**src/rtl/acnt_pkg.sv**
```systemverilog
package acnt_pkg;

    typedef enum logic {
        SRC_INT = 1'b0,
        SRC_EXT = 1'b1
    } src_sel_e;

    typedef struct packed {
        logic rise;
        logic fall;
    } edge_t;

    typedef struct packed {
        logic load;
        logic en_rise;
    } disarm_t;

    function automatic edge_t find_edges(input logic now_lvl, input logic prev_lvl);
        edge_t e;
        e.rise = now_lvl & ~prev_lvl;
        e.fall = ~now_lvl & prev_lvl;
        return e;
    endfunction

    function automatic logic any_disarm(input disarm_t d);
        return d.load | d.en_rise;
    endfunction

endpackage

```
**src/rtl/acnt_sync.sv**
```systemverilog
module acnt_sync #(
    parameter int STAGES = 2
) (
    input  logic clk,
    input  logic rst,
    input  logic d,
    output logic q
);
    logic [STAGES-1:0] chain;

    generate
        for (genvar i = 0; i < STAGES; i++) begin : g_stage
            if (i == 0) begin : g_first
                always_ff @(posedge clk) begin
                    if (rst) chain[0] <= 1'b0;
                    else     chain[0] <= d;
                end
            end else begin : g_next
                always_ff @(posedge clk) begin
                    if (rst) chain[i] <= 1'b0;
                    else     chain[i] <= chain[i-1];
                end
            end
        end
    endgenerate

    assign q = chain[STAGES-1];
endmodule

```
**src/rtl/acnt_intsrc.sv**
```systemverilog
module acnt_intsrc #(
    parameter int DIV = 4
) (
    input  logic clk,
    input  logic rst,
    input  logic active,
    output logic lvl
);
    localparam int DW = (DIV > 1) ? $clog2(DIV) : 1;
    localparam logic [DW-1:0] LAST = DW'(DIV - 1);

    logic [DW-1:0] div_q;
    logic          lvl_q;

    always_ff @(posedge clk) begin
        if (rst || !active) begin
            div_q <= '0;
            lvl_q <= 1'b0;
        end else if (div_q == LAST) begin
            div_q <= '0;
            lvl_q <= ~lvl_q;
        end else begin
            div_q <= div_q + DW'(1);
        end
    end

    assign lvl = lvl_q;

    // parked low while another source is selected
    a_r7_parked_low: assert property (@(posedge clk) disable iff (rst)
        !active |=> !lvl);
endmodule

```
**src/rtl/acnt_arm.sv**
```systemverilog
module acnt_arm
    import acnt_pkg::*;
(
    input  logic     clk,
    input  logic     rst,
    input  src_sel_e sel,
    input  logic     ext_lvl,
    input  logic     int_lvl,
    input  logic     run_en,
    input  logic     load,
    output logic     step
);
    logic    lvl_now;
    logic    lvl_prev;
    logic    en_q;
    logic    armed;
    edge_t   edges;
    disarm_t why;

    assign lvl_now     = (sel == SRC_EXT) ? ext_lvl : int_lvl;
    assign edges       = find_edges(lvl_now, lvl_prev);
    assign why.load    = load;
    assign why.en_rise = run_en & ~en_q;

    always_ff @(posedge clk) begin
        if (rst) begin
            lvl_prev <= 1'b0;
            en_q     <= 1'b0;
            armed    <= 1'b0;
        end else begin
            lvl_prev <= lvl_now;
            en_q     <= run_en;
            if (any_disarm(why))
                armed <= 1'b0;
            else if (run_en && edges.fall)
                armed <= 1'b1;
        end
    end

    assign step = run_en & armed & edges.rise & ~load;

    // arming only follows an observed falling edge
    a_r4_arm_after_fall: assert property (@(posedge clk) disable iff (rst)
        $rose(armed) |-> $past(edges.fall));
    // a load always leaves the counter disarmed
    a_r4_load_disarms: assert property (@(posedge clk) disable iff (rst)
        load |=> !armed);
    // no arming while disabled
    a_r5_no_arm_idle: assert property (@(posedge clk) disable iff (rst)
        (!run_en && !armed) |=> !armed);
endmodule

```
**src/rtl/acnt_core.sv**
```systemverilog
module acnt_core #(
    parameter int BYTE_W = 8,
    parameter int CNT_W  = 2 * BYTE_W
) (
    input  logic              clk,
    input  logic              rst,
    input  logic              wr_hi,
    input  logic              wr_lo,
    input  logic [BYTE_W-1:0] wr_data,
    input  logic              step,
    input  logic              ovf_clr,
    output logic              load,
    output logic [CNT_W-1:0]  count,
    output logic              ovf
);
    logic [BYTE_W-1:0] hold_q;
    logic [CNT_W-1:0]  cnt_q;
    logic              ovf_q;
    logic              at_top;

    assign load   = wr_lo;
    assign at_top = &cnt_q;

    always_ff @(posedge clk) begin
        if (rst) begin
            hold_q <= '0;
            cnt_q  <= '0;
            ovf_q  <= 1'b0;
        end else begin
            if (wr_hi)
                hold_q <= wr_data;
            if (wr_lo)
                cnt_q <= {hold_q, wr_data};
            else if (step)
                cnt_q <= cnt_q + CNT_W'(1);
            if (step && at_top)
                ovf_q <= 1'b1;
            else if (ovf_clr)
                ovf_q <= 1'b0;
        end
    end

    assign count = cnt_q;
    assign ovf   = ovf_q;

    // a high-byte write alone leaves the count
    a_r2_hi_keeps_count: assert property (@(posedge clk) disable iff (rst)
        (wr_hi && !wr_lo && !step) |=> count == $past(count));
    // the count moves by at most one without a load
    a_r3_single_step: assert property (@(posedge clk) disable iff (rst)
        !wr_lo |=> (count == $past(count)) || (count == $past(count) + CNT_W'(1)));
    // wrap yields zero and sets the flag
    a_r6_wrap_sets_flag: assert property (@(posedge clk) disable iff (rst)
        (step && !wr_lo && count == {CNT_W{1'b1}}) |=> (ovf && count == '0));
    // flag is sticky until cleared
    a_r6_flag_sticky: assert property (@(posedge clk) disable iff (rst)
        (ovf && !ovf_clr) |=> ovf);
endmodule

```
**src/rtl/edge_armed_counter.sv**
```systemverilog
module edge_armed_counter
    import acnt_pkg::*;
#(
    parameter int BYTE_W      = 8,
    parameter int DIV         = 4,
    parameter int SYNC_STAGES = 2
) (
    input  logic                clk,
    input  logic                rst,
    input  logic                ext_clk,
    input  logic                run_en,
    input  logic                src_ext,
    input  logic                wr_hi,
    input  logic                wr_lo,
    input  logic [BYTE_W-1:0]   wr_data,
    input  logic                ovf_clr,
    output logic [2*BYTE_W-1:0] count,
    output logic                ovf
);
    localparam int CNT_W = 2 * BYTE_W;

    src_sel_e sel;
    logic     ext_lvl;
    logic     int_lvl;
    logic     load;
    logic     step;

    assign sel = src_sel_e'(src_ext);

    acnt_sync #(.STAGES(SYNC_STAGES)) u_sync (
        .clk (clk),
        .rst (rst),
        .d   (ext_clk),
        .q   (ext_lvl)
    );

    acnt_intsrc #(.DIV(DIV)) u_intsrc (
        .clk    (clk),
        .rst    (rst),
        .active (sel == SRC_INT),
        .lvl    (int_lvl)
    );

    acnt_arm u_arm (
        .clk     (clk),
        .rst     (rst),
        .sel     (sel),
        .ext_lvl (ext_lvl),
        .int_lvl (int_lvl),
        .run_en  (run_en),
        .load    (load),
        .step    (step)
    );

    acnt_core #(.BYTE_W(BYTE_W), .CNT_W(CNT_W)) u_core (
        .clk     (clk),
        .rst     (rst),
        .wr_hi   (wr_hi),
        .wr_lo   (wr_lo),
        .wr_data (wr_data),
        .step    (step),
        .ovf_clr (ovf_clr),
        .load    (load),
        .count   (count),
        .ovf     (ovf)
    );

    // reset clears count and flag
    a_r1_reset_clears: assert property (@(posedge clk)
        rst |=> (count == '0 && !ovf));
    // disabled counter only changes through a load
    a_r5_idle_holds: assert property (@(posedge clk) disable iff (rst)
        (!run_en && !wr_lo) |=> count == $past(count));
endmodule

```
**config.mk**
```make
export PLATFORM = sky130hd
export DESIGN_NAME = edge_armed_counter
export DESIGN_NICKNAME = d
export VERILOG_FILES = /design/src/rtl/acnt_pkg.sv /design/src/rtl/acnt_sync.sv /design/src/rtl/acnt_intsrc.sv /design/src/rtl/acnt_arm.sv /design/src/rtl/acnt_core.sv /design/src/rtl/edge_armed_counter.sv
export SDC_FILE = /design/constraint.sdc
export NUM_CORES = 1
export LEC_CHECK = 0
export ABC_AREA = 0
export BUFFER_PORTS_ARGS = -buffer_cell sky130_fd_sc_hd__buf_2
export CAP_MARGIN = 30
export CORE_MARGIN = 2
export CORE_UTILIZATION = 50
export DETAILED_ROUTE_END_ITERATION = 6
export GPL_TIMING_DRIVEN = 0
export PLACE_DENSITY = 0.74
export SLEW_MARGIN = 20
export SYNTH_ARGS = -nofsm -noshare
export SYNTH_HDL_FRONTEND = slang
export SYNTH_SLANG_ARGS = --single-unit
```
**constraint.sdc**
```tcl
create_clock -name clk -period 4 [get_ports clk]
set_clock_uncertainty 0.1 [all_clocks]
set_input_delay 0.4 -clock clk [delete_from_list [all_inputs] [get_ports clk]]
set_output_delay 0.4 -clock clk [all_outputs]
set_load 0.1 [all_outputs]
```
==> metrics.txt <==
max-slew violation count 0; Inserted Clock Buffers 5; setup TNS 0 ns; startpoint class of the critical path flip-flop; Switch Pwr around 0.24 mW; Die Span Y 59.0 um; unrepaired setup endpoints after global routing false; Post-synth EDFFs 0; Mapped Area between 0.0015 and 0.002 mm2; area leader, netlist dfxtp_1; # rows 19; layout cells sized above 1 20.4%; Port Buffers 30; Hold Crit Class in2reg; Main synth FF type dfxtp_1; ys async rst share 0%; syn_nets approximately 180; Die Width 59.0 um; Setup-failing EPs final 0; routed len/inst 15.3 um; Post-CTS Setup Bufs 0; latest clock arrival within the worst-skew pair 0.33 ns; fin cells 232; largest net degree at the start of global routing 11; Final Net Count 219; CTS H-tree lvls 2; final-report hold violation count 0; worst reg-to-reg setup slack approximately 2.1 ns; largest family of logic cells by synthesized area simple AND/OR/NAND/NOR gates; DPL Wire Length 2630 um; Post-CTS Hold Fix Bufs 0; Tot Pwr 0.699 mW; critical path class reg2reg; Seq pwr share 52.0%; Max Fclk between 0.5 and 0.6 GHz; Compound-Gate Fraction of Synth Area 15.1%; CTS tree built; final core utilization between 60% and 70%; Starting Density a little over half; first-pass GRT wire length 5850 um; fin crit share 47.7%; DRC violations left 2; antenna violations before repair 0; Post-Route WL 3540 um; top-area cell type share of the netlist area 43.7%; via/cell ratio around 5.9; Final ANT Viol Nets 0; initial drt markers 85; # clock sinks 33; failing checks DRC; status finished, violations left; global route overflow 0; All-Layer GR Usage between 20 and 25%; cell area after layout 0.00176 mm2; Pre-antenna DRT Iters 6; commonest non-fill, non-tap cells in the layout dfxtp_1, buf_2, nor2_1; synth top area cells dfxtp_1, nor2_1, mux2i_1; sw frac approximately 34%; Pint roughly 0.46 mW; routed vias 1360; # placed instances 225; CP Capture Type flip-flop; clock power share 27.1%; Ant. Diodes 0; Synth Area in Simple Gates 25.7%; Fillers 253; Slew headroom 62.0%; power per cell area 398 mW/mm2; combinational group share of total power 21.0%; post-synthesis sequential area ratio roughly 44%; Max clock buf depth 2; WP data arrival 2.07 ns; FF+latch count, synth 33; adder-cell share of the synthesized area under 10%; leak pwr 0.708 nW; # IOs 33; CTS resizes 0; Distinct cells, synth 38; Worst-Margin Slew 0.569 ns; Reg clk slew, reported paths 0.10 ns; CP Max Fanout 8; core area around 0.0028 mm2; Synth Area per Inst 9.22 um2; Clock Root Buffer clkbuf_4; routability cong. around 0.78; Synth Warn # 0; XOR/XNOR Fraction of Synth Area 3.48%; die area 0.00348 mm2; Max Cap Violations 0; Period minus WS final 1.91 ns; area delta synth->final 16.1%; Mapped Cells 164; mux cell area share after synthesis under 10%; Area after DPL 0.00170 mm2; critical path data required time 4.16 ns; vias in the first global route between 1000 and 1500; leading cell type in the layout, fill and taps excluded dfxtp_1; Worst VDD drop 239 uV
-- worst max-delay path: stages (launching register included) --
cell	delay (ns)
dfxtp_1	0.47
nand4_1	0.21
nor3_1	0.42
or4b_1	0.48
a21oi_1	0.15
-- area by class of cell --
type	instances	area, um2	area share, %
Multi-Input combinational cell	117	798	45.5
Sequential cell	33	661	37.6
Timing Repair Buffer	30	150	8.55
Clock buffer	7	55.1	3.14
Tap cell	31	38.8	2.21
Buffer	7	26.3	1.50
Inverter	7	26.3	1.50
-- power by group through the flow --
stage	Clock, mW	Sequential (mW)	Combinational [mW]
2_1_floorplan	0	0.442	0.0412
3_3_place_gp	0	0.369	0.145
3_5_place_dp	0	0.370	0.146
4_1_cts	0.192	0.363	0.147
5_1_grt	0.209	0.365	0.155
6_report	0.189	0.363	0.147
-- worst paths after layout --
kind	startpoint	endpoint	cells past startpoint
setup / recovery	u_core.count[6]$_SDFFE_PP0P_	u_core.ovf$_SDFFE_PP0P_	4
hold / removal	ext_clk	u_sync.chain[0]$_SDFF_PP0_	2
setup reg to reg	u_core.count[6]$_SDFFE_PP0P_	u_core.ovf$_SDFFE_PP0P_	4
hold reg to reg	u_intsrc.div_q[0]$_SDFF_PP0_	u_intsrc.div_q[0]$_SDFF_PP0_	1
-- stage by stage --
stage                     hold slack, ns  setup WS [ns]
after floorplan                    0.304           1.53
after global placement             0.316           2.16
after detailed placement           0.328           2.11
after CTS                          0.183           2.13
after global routing               0.188           2.00
final                              0.191           2.09
-- synthesized netlist by cell type, drive strengths merged (2+ instances only) --
cell type	instances
xnor2	3
clkbuf	7
inv	6
mux2i	9
a211oi	5
nor2b	4
o21ai	3
and4	3
o31a	2
dfxtp	33
nor3	2
ha	2
o31ai	4
a31oi	2
or3	3
a21oi	2
xor2	3
nand3	5
a311oi	9
or4	3
nand4	4
nand2	8
nor2	26
nor4	3
nor4b	2
-- metal layers --
| layer | GRT usage [%] | wire length [um] | up-vias |
|---|---|---|---|
| met5 | 0 | 0 | - |
| met4 | 6.82 | 21 | 0 |
| met3 | 7.42 | 222 | 2 |
| met2 | 32.5 | 1610 | 41 |
| met1 | 31.4 | 1690 | 631 |
| li1 | - | - | 686 |
-- state kept, by name (all words and copies together) (netlist names) --
name / flops
u_core.count: 16
u_core.hold_q: 8
u_intsrc.div_q: 2
u_arm.armed: 1
u_arm.en_q: 1
u_arm.lvl_prev: 1
u_core.ovf: 1
u_intsrc.lvl: 1
u_sync.chain: 1
u_sync.q: 1
-- cell families (layout without fill, tap and decap cells) --
| logic type | count (synthesis) | after routing |
|---|---|---|
| and+or+nand+nor | 69 | 69 |
| adders and majority gates | 2 | 2 |
| xor gates and xnor gates | 6 | 6 |
| muxes | 10 | 10 |
| buffers and inverters | 14 | 51 |
| AOI/OAI and AO/OA | 30 | 30 |
| DFF | 33 | 33 |
Power figures use the tool's default switching activity.
